--- src/rtl/sbr_pkg.sv ---
package sbr_pkg;
  typedef enum logic [1:0] {
    KIND_COND   = 2'd0,
    KIND_CNTZ   = 2'd1,
    KIND_ALWAYS = 2'd2,
    KIND_BAD    = 2'd3
  } br_kind_e;

  localparam logic [3:0] COND_ROW = 4'h7;
  localparam logic [7:0] OP_CNTZ  = 8'hE3;
  localparam logic [7:0] OP_JMP   = 8'hEB;
endpackage

--- src/rtl/sbr_decode.sv ---
module sbr_decode
  import sbr_pkg::*;
(
  input  logic [7:0] opcode_i,
  output br_kind_e   kind_o,
  output logic [3:0] sel_o
);
  assign sel_o = opcode_i[3:0];

  always_comb begin
    if (opcode_i[7:4] == COND_ROW)  kind_o = KIND_COND;
    else if (opcode_i == OP_CNTZ)   kind_o = KIND_CNTZ;
    else if (opcode_i == OP_JMP)    kind_o = KIND_ALWAYS;
    else                            kind_o = KIND_BAD;
  end
endmodule

--- src/rtl/sbr_cond.sv ---
module sbr_cond (
  input  logic [3:0] sel_i,
  input  logic       cf_i,
  input  logic       zf_i,
  input  logic       sf_i,
  input  logic       of_i,
  input  logic       pf_i,
  output logic       hit_o
);
  logic base;
  logic lt;

  assign lt = sf_i ^ of_i;

  always_comb begin
    unique case (sel_i[3:1])
      3'd0: base = of_i;
      3'd1: base = cf_i;
      3'd2: base = zf_i;
      3'd3: base = cf_i | zf_i;
      3'd4: base = sf_i;
      3'd5: base = pf_i;
      3'd6: base = lt;
      3'd7: base = zf_i | lt;
      default: base = 1'b0;
    endcase
  end

  // odd opcode tests the complement of its even partner
  assign hit_o = base ^ sel_i[0];
endmodule

--- src/rtl/sbr_target.sv ---
module sbr_target #(
  parameter int IP_W    = 32,
  parameter int DISP_W  = 8,
  parameter int SHORT_W = 16
) (
  input  logic [IP_W-1:0]   next_ip_i,
  input  logic [DISP_W-1:0] disp_i,
  input  logic              opsize16_i,
  input  logic              take_i,
  output logic [IP_W-1:0]   target_o
);
  localparam int EXT_W = IP_W - DISP_W;
  localparam int HI_W  = IP_W - SHORT_W;

  logic [IP_W-1:0] disp_ext;
  logic [IP_W-1:0] sum;
  logic [IP_W-1:0] jump_ip;

  assign disp_ext = {{EXT_W{disp_i[DISP_W-1]}}, disp_i};
  assign sum      = next_ip_i + disp_ext;
  assign jump_ip  = opsize16_i ? {{HI_W{1'b0}}, sum[SHORT_W-1:0]} : sum;
  assign target_o = take_i ? jump_ip : next_ip_i;
endmodule

--- src/rtl/sbr_resolver.sv ---
module sbr_resolver
  import sbr_pkg::*;
#(
  parameter int IP_W    = 32,
  parameter int DISP_W  = 8,
  parameter int SHORT_W = 16
) (
  input  logic              clk_i,
  input  logic              rst_ni,
  input  logic              valid_i,
  input  logic [7:0]        opcode_i,
  input  logic [DISP_W-1:0] disp_i,
  input  logic [IP_W-1:0]   next_ip_i,
  input  logic              cf_i,
  input  logic              zf_i,
  input  logic              sf_i,
  input  logic              of_i,
  input  logic              pf_i,
  input  logic [IP_W-1:0]   count_i,
  input  logic              opsize16_i,
  input  logic              addrsize16_i,
  output logic              valid_o,
  output logic              taken_o,
  output logic              invalid_o,
  output logic [IP_W-1:0]   target_o
);
  br_kind_e        kind;
  logic [3:0]      sel;
  logic            cond_hit;
  logic            cnt_zero;
  logic            take_d;
  logic            bad_d;
  logic [IP_W-1:0] target_d;

  sbr_decode u_decode (
    .opcode_i (opcode_i),
    .kind_o   (kind),
    .sel_o    (sel)
  );

  sbr_cond u_cond (
    .sel_i (sel),
    .cf_i  (cf_i),
    .zf_i  (zf_i),
    .sf_i  (sf_i),
    .of_i  (of_i),
    .pf_i  (pf_i),
    .hit_o (cond_hit)
  );

  assign cnt_zero = addrsize16_i ? (count_i[SHORT_W-1:0] == '0) : (count_i == '0);

  always_comb begin
    unique case (kind)
      KIND_COND:   take_d = cond_hit;
      KIND_CNTZ:   take_d = cnt_zero;
      KIND_ALWAYS: take_d = 1'b1;
      default:     take_d = 1'b0;
    endcase
  end

  assign bad_d = (kind == KIND_BAD);

  sbr_target #(
    .IP_W    (IP_W),
    .DISP_W  (DISP_W),
    .SHORT_W (SHORT_W)
  ) u_target (
    .next_ip_i  (next_ip_i),
    .disp_i     (disp_i),
    .opsize16_i (opsize16_i),
    .take_i     (take_d),
    .target_o   (target_d)
  );

  always_ff @(posedge clk_i or negedge rst_ni) begin
    if (!rst_ni) begin
      valid_o   <= 1'b0;
      taken_o   <= 1'b0;
      invalid_o <= 1'b0;
      target_o  <= '0;
    end else begin
      valid_o <= valid_i;
      if (valid_i) begin
        taken_o   <= take_d;
        invalid_o <= bad_d;
        target_o  <= target_d;
      end
    end
  end


  valid_follow_chk: assert property (@(posedge clk_i) disable iff (!rst_ni)
    valid_o |-> $past(valid_i));


  idle_hold_chk: assert property (@(posedge clk_i) disable iff (!rst_ni)
    !valid_i |=> ($stable(target_o) && $stable(taken_o) && $stable(invalid_o)));


  bad_not_taken_chk: assert property (@(posedge clk_i) disable iff (!rst_ni)
    invalid_o |-> !taken_o);


  jmp_taken_chk: assert property (@(posedge clk_i) disable iff (!rst_ni)
    (valid_o && $past(opcode_i) == OP_JMP) |-> taken_o);


  cntz16_chk: assert property (@(posedge clk_i) disable iff (!rst_ni)
    (valid_o && $past(opcode_i) == OP_CNTZ && $past(addrsize16_i))
      |-> (taken_o == ($past(count_i[SHORT_W-1:0]) == '0)));


  short_target_chk: assert property (@(posedge clk_i) disable iff (!rst_ni)
    (valid_o && taken_o && $past(opsize16_i)) |-> (target_o[IP_W-1:SHORT_W] == '0));


  fallthru_chk: assert property (@(posedge clk_i) disable iff (!rst_ni)
    (valid_o && !taken_o) |-> (target_o == $past(next_ip_i)));
endmodule

--- config.mk ---
export PLATFORM = sky130hd
export DESIGN_NAME = sbr_resolver
export DESIGN_NICKNAME = d
export VERILOG_FILES = /design/src/rtl/sbr_pkg.sv /design/src/rtl/sbr_decode.sv /design/src/rtl/sbr_cond.sv /design/src/rtl/sbr_target.sv /design/src/rtl/sbr_resolver.sv
export SDC_FILE = /design/constraint.sdc
export NUM_CORES = 1
export LEC_CHECK = 0
export CORE_MARGIN = 8
export CORE_UTILIZATION = 65
export CTS_CLUSTER_SIZE = 14
export DETAILED_ROUTE_END_ITERATION = 12
export DONT_BUFFER_PORTS = 1
export PLACE_DENSITY = 0.81
export SLEW_MARGIN = 5
export SYNTH_ARGS = -nofsm -noshare
export SYNTH_HDL_FRONTEND = slang
export SYNTH_HIERARCHICAL = 1
export SYNTH_SLANG_ARGS = --single-unit
--- constraint.sdc ---
create_clock -name clk_i -period 1.8 [get_ports clk_i]
set_clock_uncertainty 0.2 [all_clocks]
set_input_delay 0.45 -clock clk_i [delete_from_list [all_inputs] [get_ports clk_i]]
set_output_delay 0.45 -clock clk_i [all_outputs]
set_load 0.01 [all_outputs]
==> results of run 1 <==
## Yosys cell counts, types with 4 or more instances
library cell,instances
nor2_1,22
nand2_1,25
clkbuf_1,5
ha_1,31
dfrtp_1,35
xor2_1,11
or3_1,4
nor4_1,6
a22o_1,10
nand4_1,4
o21a_1,5
o31ai_1,4
o211ai_1,7
buf_4,7
a21oi_1,31
nand3_1,11
o21ai_0,19
inv_1,10
mux2_2,44
o21ai_1,5
xnor2_1,15
a211oi_1,8
a21o_1,15
## kinds of logic after synthesis
| logic type | after synthesis | synth area share (%) |
|---|---|---|
| compound gates | 136 | 25.9 |
| mux | 47 | 14.3 |
| simple gates | 100 | 14.9 |
| fa+ha+maj | 32 | 11.1 |
| buf+inv | 27 | 3.75 |
| flops | 35 | 23.9 |
| xor+xnor | 26 | 6.20 |
## timing repair
item / 4_1_cts
pin swaps: 38
endpoints found under the hold margin: 36
endpoints found under the setup margin: 32
resized for setup: 52
hold buffers: 3
setup buffers: 33
## per-stage QoR
step	setup slack [ns]	TNS (ns)	area [µm²]	cells	utilization (%)
after floorplan	-1.07	-27.34	4060	403	-
after global placement	-1.15	-32.95	4780	561	87.3
after detailed placement	-1.30	-37.62	4780	561	87.3
after CTS	-0.907	-23.77	5260	586	96.1
==> metrics.md, run 1 <==
| Metric | Value |
|---|---|
| Pin count of the biggest net entering global routing | `39` |
| Chip Width | `about 91 µm` |
| Final Wtd Congestion | `0.914` |
| Ranking of synthesized cells by area | `dfrtp_1 (24%), mux2_2 (13%), ha_1 (11%), a21oi_1 (4.2%), xnor2_1 (3.6%)` |
| Kind of the worst endpoint | `sequential cell input` |
| YS warnings | `6` |
| Status | `stopped before the end` |
| Ys async rst share | `100%` |
| Maximum buffer depth of the clock tree | `2` |
| Fail Step | `global routing (5_1_grt)` |
| Syn Nets | `around 530` |
| Detailed placer's ending HPWL | `10800 µm` |
| Syn Inst Count | `403` |
| Top cell type's share of synthesized area | `23.9%` |
| H-tree depth | `2` |
| Synth unique cells | `65` |
| Die Ht | `roughly 91 µm` |
| Synth area leader | `dfrtp_1` |
| Sequential area share after synthesis | `between 20% and 30%` |
| Clk sinks | `35` |
| Err | `[ERROR DPL-0038] Utilization greater than 100%, impossible to legalize` |
| IO buf count | `0` |
| Avg Cell Area, Syn | `~9.1 µm²` |
| Syn Std Cell Area | `about 3700 µm²` |
| Starting Density | `67.1%` |
| CTS buffer count | `5` |
| Synth Flop Type | `dfrtp_1` |
| EDFF count, synth | `0` |
| Number of synthesized register bits | `35` |
| FP Rows | `27` |
| Worst endpoint, post-GRT repair | `target_o[30]$_DFFE_PN0P_/D` |
| # IOs | `~130` |
| Clock root buffer | `clkbuf_8` |
==> inputs of run 2 (changes only) <==
CORE_UTILIZATION = 40   (was 65)
CTS_CLUSTER_SIZE = not set   (was 14)
PLACE_DENSITY = not set   (was 0.81)
PLACE_DENSITY_LB_ADDON = 0.15   (was not set)
==> run 2 against run 1 <==
Effect of this change: synthesized cell count unchanged; synthesized area unchanged; the flow now finishes, with violations (negative setup slack).
==> metrics.md, run 2 <==
| Metric | Value |
|---|---|
| Status | `finished with violations (was stopped before the end)` |
| Violated checks | `negative setup slack` |
| Syn Inst Count | `403 (unchanged)` |
| DRT antenna net count | `0` |
| Max incr delay on CP | `0.38 ns` |
| Sequential area share after synthesis | `23.9% (unchanged)` |
| Ys async rst share | `100% (unchanged)` |
| Vias in the first global route | `3816` |
| Most used cell, CP | `o211ai_1` |
| CTS buffer count | `5 (unchanged)` |
| Comb power frac | `45.1%` |
| Leakage | `0.00247 µW` |
| CP bufs+invs | `0` |
| Vias/cell | `5.71` |
| Total Routed Length | `12500 µm` |
| Worst EP required | `1.78 ns` |
| Slew Limit Headroom | `70.7%` |
| Crit path time final | `2.66 ns` |
| Hold Violations, Final | `0` |
| Delay-heaviest family, CP | `compound AO/OA/AOI/OAI gates` |
| Cell-internal power | `2090 µW` |
| Area delta synth->final | `50.6%` |
| Worst Setup Start Kind | `primary input` |
| YS warnings | `6 (unchanged)` |
| Hold WS | `0.0719 ns` |
| Syn Nets | `525 (unchanged)` |
| Fin crit share | `148%` |
| MaxCap Viol Count | `0` |
| Non-Filler Instances | `639` |
| Clock power share | `a little under a quarter` |
| Worst setup slack after layout | `-0.861 ns` |
| Pre-CTS setup slack | `-1.28 ns (was -1.30 ns)` |
| Starting Density | `40.5% (was 67.1%)` |
| Synth area leader | `dfrtp_1 (unchanged)` |
| Core box area | `9060 µm²` |
| Synth unique cells | `65 (unchanged)` |
| Die Area | `12500 µm²` |
| EDFF count, synth | `0 (unchanged)` |
| Wire length per cell | `19.5 µm` |
| Chip Width | `112 µm (was 91.2 µm)` |
| FP Rows | `35 (was 27)` |
| Worst-Skew Late Latency | `roughly 0.28 ns` |
| Placed Cells | `608 (was 561)` |
| Initial DRC count | `123` |
| Gr ovfl total | `0` |
| CP max FO | `3` |
| CTS clock-pin slew for the worst setup and hold paths | `0.08 ns` |
| Hold Crit Class | `in2reg` |
| Critical Path, Cell by Cell | `ha_4 -> a211oi_4 -> o21bai_1 -> o211ai_1 -> a21boi_2 -> o21ai_4 -> a21oi_2 -> o211ai_1 -> or3b_1 -> mux2_2` |
| Fillers | `756` |
| Maximum buffer depth of the clock tree | `2 (unchanged)` |
| Crit Path Category | `in2reg` |
| Clock root buffer | `clkbuf_8 (unchanged)` |
| Commonest non-fill, non-tap cell in the layout | `buf_4` |
| Pin count of the biggest net entering global routing | `39` |
| Max-slew violations | `0` |
| Final Wtd Congestion | `0.878 (was 0.914)` |
| Detailed placer's ending HPWL | `9470 µm (was 10800 µm)` |
| Number of remaining DRC errors | `0` |
| TNS Setup | `-23.38 ns` |
| CTS tree | `yes` |
| Sequential power share | `31.9%` |
| Max Clk Rate | `376 MHz` |
| Biggest register | `target_o` |
| Die Ht | `112 µm (was 91.2 µm)` |
| Top-count cell post-synth | `mux2_2 (unchanged)` |
| P_sw | `1030 µW` |
| IO buf count | `0 (unchanged)` |
| RSZ-0062 raised after global routing | `true` |
| Top post-synthesis cells by count | `mux2_2 (44), dfrtp_1 (35), a21oi_1 (31), ha_1 (31), nand2_1 (25) (unchanged)` |
| Slew @ Worst Pin | `0.434 ns` |
| Avg Cell Area, Syn | `9.11 µm² (unchanged)` |
| Initial antenna violation count | `0` |
| Pwr per Cell Area | `564 nW/µm²` |
| Max reg flops | `32` |
| Peak supply drop | `0.295 mV` |
| Ant diodes | `0` |
| Pre-antenna DRT Iters | `4` |
| Most frequent cells in the layout | `buf_4 (121), mux2_4 (38), dfrtp_1 (35)` |
| Synth Flop Type | `dfrtp_1 (unchanged)` |
| GRT Overall Usage | `19.0%` |
| Share of cells above drive strength 1 | `between 40% and 50%` |
| Clk sinks | `35 (unchanged)` |
| Top cell type's share of synthesized area | `23.9% (unchanged)` |
| H-tree depth | `2 (unchanged)` |
| Worst Path Arrival | `2.64 ns` |
| Ranking of synthesized cells by area | `dfrtp_1 (24%), mux2_2 (13%), ha_1 (11%), a21oi_1 (4.2%), xnor2_1 (3.6%) (unchanged)` |
| Sw Share | `33.0%` |
| First-pass GRT wire length | `19700 µm` |
| Final net count | `650` |
| Number of synthesized register bits | `35 (unchanged)` |
| Vias after detailed routing | `3649` |
| Slowest stage cell, crit path | `or3b_1` |
| Syn Std Cell Area | `3670 µm² (unchanged)` |
| Worst setup EP type | `flip-flop` |
| # IOs | `125 (unchanged)` |
| # setup viols final | `32` |
==> run 2: cell counts after synthesis <==
Identical to the previous run, type by type.
==> run 2: repair_timing <==
action                                  4_1_cts  5_1_grt
pin swaps                                    31       28
resized for setup                            42       37
hold endpoints to repair                     36        0
endpoints found under the setup margin       32       33
hold buffers                                  3        0
setup buffers                                18        9
==> run 2: final timing paths <==
kind / startpoint / endpoint / slack [ns] / cells after the start
max: disp_i[1] / target_o[21]$_DFFE_PN0P_ / -0.86 / 10
min: valid_i / invalid_o$_DFFE_PN0P_ / 0.07 / 1
max reg2reg: taken_o$_DFFE_PN0P_ / taken_o$_DFFE_PN0P_ / 0.70 / 3
min reg2reg: target_o[22]$_DFFE_PN0P_ / target_o[22]$_DFFE_PN0P_ / 0.39 / 1
max in group asynchronous: rst_ni / target_o[3]$_DFFE_PN0P_ / 0.78 / 2
min in group asynchronous: rst_ni / target_o[14]$_DFFE_PN0P_ / 0.43 / 2
==> run 2: cells by family after synthesis <==
group / synth area share (%)
AO/OA/AOI/OAI: 25.9
XOR/XNOR: 6.20
adder cells (fa/ha/maj): 11.1
buffers and inverters: 3.75
flip-flops: 23.9
multiplexers: 14.3
AND/OR/NAND/NOR: 14.9
==> run 2: routing by layer <==
metal | share of wire [%] | GRT usage, % | vias up
li1 | - | - | 1796
met1 | 43 | 22.7 | 1734
met2 | 48 | 32.7 | 111
met3 | 7.9 | 6.01 | 8
met4 | 0.68 | 3.46 | 0
met5 | 0 | 0 | -
==> run 2: layout make-up <==
cell class | instances | area [µm²] | area share (%)
Multi-Input combinational cell | 341 | 3280 | 59.2
Timing Repair Buffer | 134 | 1090 | 19.8
Sequential cell | 35 | 876 | 15.8
Tap cell | 111 | 139 | 2.51
Clock buffer | 6 | 72.6 | 1.31
Inverter | 11 | 43.8 | 0.792
Clock inverter | 1 | 30.0 | 0.543
==> run 2: power groups by stage <==
stage,clock (µW),sequential (µW),combinational (µW)
after detailed placement,0,1010,1200
final,718,994,1410
after global placement,0,1010,1190
after CTS,747,998,1330
after global routing,777,1010,1530
after floorplan,0,983,828
==> run 2: per-stage QoR <==
stage          utilization [%]  power, µW  instance area (µm²)
2_1_floorplan                -       1810                 4060
3_3_place_gp              53.8       2200                 4870
3_5_place_dp              53.8       2220                 4870
4_1_cts                   58.9       3070                 5340
5_1_grt                   61.0       3310                 5530
6_report                  61.0       3120                 5530
Note: power is estimated with default switching activity, not from simulation.
==> inputs of run 3 (changes only) <==
SYNTH_HIERARCHICAL = not set   (was 1)
==> run 3 against run 2 <==
Effect of this change: the flow still finishes with violations (negative setup slack); power decreased by 6.1%; sequential share of layout area is 1.4 points higher; combinational power decreased by 9%; maximum frequency is 7.3% higher; flip-flop and latch count did not move; critical path depth did not move; clock power fell by 4.7%; design area fell by 8.1%; hold slack worse by 0.038 ns; global-route usage rose by 1.5 points; clock-buffer cell count is 2 higher; largest power group unchanged.
==> metrics.md, run 3 <==
| Metric | Value |
|---|---|
| Status | `finished with violations (unchanged)` |
| Violated checks | `negative setup slack (unchanged)` |
| Top post-synthesis cells by count | `nand2_1 (48), a21oi_1 (42), nor2_1 (41), dfrtp_1 (35), ha_1 (31) (was mux2_2 (44), dfrtp_1 (35), a21oi_1 (31), ha_1 (31), nand2_1 (25))` |
| First-pass GRT wire length | `18800 µm (was 19700 µm)` |
| Gr ovfl total | `0 (unchanged)` |
| Number of synthesized register bits | `35 (unchanged)` |
| Critical Path, Cell by Cell | `ha_1 -> a21oi_2 -> o21ai_2 -> a221o_1 -> a21oi_2 -> a21boi_2 -> o21a_1 -> or3_1 -> a32oi_2 -> a21oi_1 (was ha_4 -> a211oi_4 -> o21bai_1 -> o211ai_1 -> a21boi_2 -> o21ai_4 -> a21oi_2 -> o211ai_1 -> or3b_1 -> mux2_2)` |
| CP max FO | `28 (was 3)` |
| Met3 wire length | `906 µm (was 980 µm)` |
| # IOs | `125 (unchanged)` |
| Chip Width | `106 µm (was 112 µm)` |
| FP Rows | `33 (was 35)` |
| Sequential area share after synthesis | `27.0% (was 23.9%)` |
| Area after DPL | `4240 µm² (was 4870 µm²)` |
| Worst Path Arrival | `2.46 ns (was 2.64 ns)` |
| Syn Std Cell Area | `3250 µm² (was 3670 µm²)` |
| Slew @ Worst Pin | `0.344 ns (was 0.434 ns)` |
| Number of remaining DRC errors | `0 (unchanged)` |
| Final Cell Area | `5080 µm² (was 5530 µm²)` |
| Clock root buffer | `clkbuf_8 (unchanged)` |
| Syn Nets | `528 (was 525)` |
| Maximum buffer depth of the clock tree | `2 (unchanged)` |
| GRT Overall Usage | `20.5% (was 19.0%)` |
| Max incr delay on CP | `0.36 ns (was 0.38 ns)` |
| Total Routed Length | `12200 µm (was 12500 µm)` |
| Post-route met1 wirelength | `5020 µm (was 5420 µm)` |
| IO buf count | `0 (unchanged)` |
| Worst hold endpoint | `target_o[29]$_DFFE_PN0P_ (was invalid_o$_DFFE_PN0P_)` |
| Min-delay src | `valid_i (unchanged)` |
| Worst hold path depth | `1 (unchanged)` |
| Top-count cell post-synth | `nand2_1 (was mux2_2)` |
| Initial DRC count | `142 (was 123)` |
| Placed Cells | `581 (was 608)` |
| Avg Cell Area, Syn | `7.99 µm² (was 9.11 µm²)` |
| Top cell type's share of synthesized area | `27.0% (was 23.9%)` |
| Final Wtd Congestion | `0.843 (was 0.878)` |
| EDFF count, synth | `0 (unchanged)` |
| Synth area leader | `dfrtp_1 (unchanged)` |
| Fin crit share | `138% (was 148%)` |
| Clk sinks | `35 (unchanged)` |
| Slowest stage cell, crit path | `or3_1 (was or3b_1)` |
| H-tree depth | `2 (unchanged)` |
| Routed wl met2 | `6140 µm (was 5990 µm)` |
| Syn Inst Count | `406 (was 403)` |
| DRT antenna net count | `0 (unchanged)` |
| Pin count of the biggest net entering global routing | `69 (was 39)` |
| Synth unique cells | `55 (was 65)` |
| Reg2reg end | `target_o[24]$_DFFE_PN0P_ (was taken_o$_DFFE_PN0P_)` |
| Max Clk Rate | `403 MHz (was 376 MHz)` |
| CTS clock-pin slew for the worst setup and hold paths | `0.09 ns (was 0.08 ns)` |
| Detailed placer's ending HPWL | `8730 µm (was 9470 µm)` |
| Worst-Skew Late Latency | `0.29 ns (was 0.28 ns)` |
| R2R depth | `3 (unchanged)` |
| Share of cells above drive strength 1 | `43.3% (was 48.9%)` |
| YS warnings | `0 (was 6)` |
| Ant diodes | `0 (unchanged)` |
| Biggest register | `target_o (unchanged)` |
| Final net count | `627 (was 650)` |
| Worst setup slack after layout | `-0.680 ns (was -0.861 ns)` |
| Initial antenna violation count | `0 (unchanged)` |
| Area delta synth->final | `56.6% (was 50.6%)` |
| Vias in the first global route | `3640 (was 3816)` |
| Die Ht | `106 µm (was 112 µm)` |
| Ranking of synthesized cells by area | `dfrtp_1 (27%), ha_1 (12%), a21oi_1 (6.5%), nand2_1 (5.6%), a31oi_1 (4.8%) (was dfrtp_1 (24%), mux2_2 (13%), ha_1 (11%), a21oi_1 (4.2%), xnor2_1 (3.6%))` |
| Max-slew violations | `0 (unchanged)` |
| # setup viols final | `33 (was 32)` |
| Sequential cell area | `876 µm² (unchanged)` |
| CTS buffer count | `5 (unchanged)` |
| RSZ-0062 raised after global routing | `true (unchanged)` |
| Reg2reg setup slack | `0.70 ns (about the same)` |
| Ys async rst share | `100% (unchanged)` |
| Hold WS | `0.0343 ns (was 0.0719 ns)` |
| Crit path time final | `2.48 ns (was 2.66 ns)` |
| Non-Filler Instances | `611 (was 639)` |
| Max reg flops | `32 (unchanged)` |
| Pre-antenna DRT Iters | `4 (unchanged)` |
| Vias/cell | `5.77 (was 5.71)` |
| Worst Setup Start Kind | `primary input (unchanged)` |
| CTS tree | `yes (unchanged)` |
| Core box area | `8050 µm² (was 9060 µm²)` |
| Vias after detailed routing | `3525 (was 3649)` |
| Hold Crit Class | `in2reg (unchanged)` |
| Fillers | `692 (was 756)` |
| Slew Limit Headroom | `76.7% (was 70.7%)` |
| Synth Flop Type | `dfrtp_1 (unchanged)` |
| MaxCap Viol Count | `0 (unchanged)` |
| Leakage | `0.00219 µW (was 0.00247 µW)` |
| Crit Path Category | `in2reg (unchanged)` |
| Multi-input gate area | `2970 µm² (was 3280 µm²)` |
| Highest metal used | `met4 (unchanged)` |
| Worst R2R Start | `target_o[24]$_DFFE_PN0P_ (was taken_o$_DFFE_PN0P_)` |
| Hold Violations, Final | `0 (unchanged)` |
| Most frequent cells in the layout | `buf_4 (84), nor2_1 (40), dfrtp_1 (35) (was buf_4 (121), mux2_4 (38), dfrtp_1 (35))` |
| Pwr per Cell Area | `577 nW/µm² (was 564 nW/µm²)` |
| Die Area | `11300 µm² (was 12500 µm²)` |
| Starting Density | `40.3% (was 40.5%)` |
| Worst EP required | `1.78 ns (about the same)` |
| Wire length per cell | `20.0 µm (was 19.5 µm)` |
| Peak supply drop | `0.292 mV (was 0.295 mV)` |
| Commonest non-fill, non-tap cell in the layout | `buf_4 (unchanged)` |
| Worst setup EP type | `flip-flop (unchanged)` |
| Most used cell, CP | `a21oi_2 (was o211ai_1)` |
[run 3: changes by cell type after synthesis, sizes merged, moves of 9 or more]
cell	delta
a21oi	+11
a22o	-9
a31oi	+22
mux2	-40
nand2	+23
nor2	+19
[run 3: kinds of logic (layout without fill, tap and decap cells)]
logic type               count (synthesis)  in the layout  share of synthesized area (%)
AO/OA/AOI/OAI                          145            145                           28.5
adder cells (fa/ha/maj)                 32             32                           12.6
flip-flops                              35             35                           27.0
multiplexers                             4              4                           1.39
buffers and inverters                   22            122                           2.85
AND/OR/NAND/NOR                        145            145                           21.5
XOR/XNOR                                23             23                           6.21
[run 3: what timing repair did]
action	CTS	global route
buffers inserted	12	8
hold buffers	3	0
cloned	4	0
hold endpoints to repair	36	0
resized for setup	67	42
pin swaps	77	54
setup endpoints to repair	33	33
[run 3: routing by layer]
metal,track usage (%),vias up
met4,5.53,0
met2,36.3,115
met1,23.7,1677
met3,5.57,12
met5,0,-
li1,-,1721
[run 3: area by class of cell]
cell class	instances	share of cell area, %
Clock buffer	8	1.97
Inverter	8	0.591
Timing Repair Buffer	106	19.2
Sequential cell	35	17.2
Multi-Input combinational cell	349	58.4
Tap cell	105	2.59
[run 3: worst max-delay path by stage]
| stage | start | end | slack, ns | depth (start not counted) |
|---|---|---|---|---|
| 2_1_floorplan | disp_i[6] | target_o[21]$_DFFE_PN0P_ | -0.86 | 11 |
| 3_3_place_gp | disp_i[7] | target_o[21]$_DFFE_PN0P_ | -1.03 | 11 |
| 3_5_place_dp | disp_i[7] | target_o[21]$_DFFE_PN0P_ | -1.03 | 11 |
| 5_1_grt | disp_i[7] | target_o[31]$_DFFE_PN0P_ | -0.78 | 13 |
| 4_1_cts | disp_i[7] | target_o[21]$_DFFE_PN0P_ | -0.66 | 11 |
| 6_report | disp_i[7] | target_o[19]$_DFFE_PN0P_ | -0.68 | 10 |
[run 3: per-stage QoR]
step | util, % | total power [µW] | setup slack, ns | TNS, ns
after floorplan | - | 1640 | -0.862 | -18.36
after global routing | 63.1 | 3100 | -0.777 | -16.29
after CTS | 60.0 | 2840 | -0.663 | -12.56
after global placement | 52.6 | 1940 | -1.03 | -23.29
final | 63.1 | 2930 | -0.680 | -13.46
after detailed placement | 52.6 | 1960 | -1.03 | -24.17
[run 3: where the power goes]
part           switching [µW]  total, µW  internal (µW)
sequential                105        970            865
combinational             573       1280            705
clock                     333        684            351
total                    1010       2930           1920
[run 3: critical path: cells and delay by family]
| family | cells | cell delay, ns |
|---|---|---|
| AO/OA/AOI/OAI | 8 | 1.42 |
| adder cells (fa/ha/maj) | 1 | 0.22 |
| AND/OR/NAND/NOR | 1 | 0.36 |
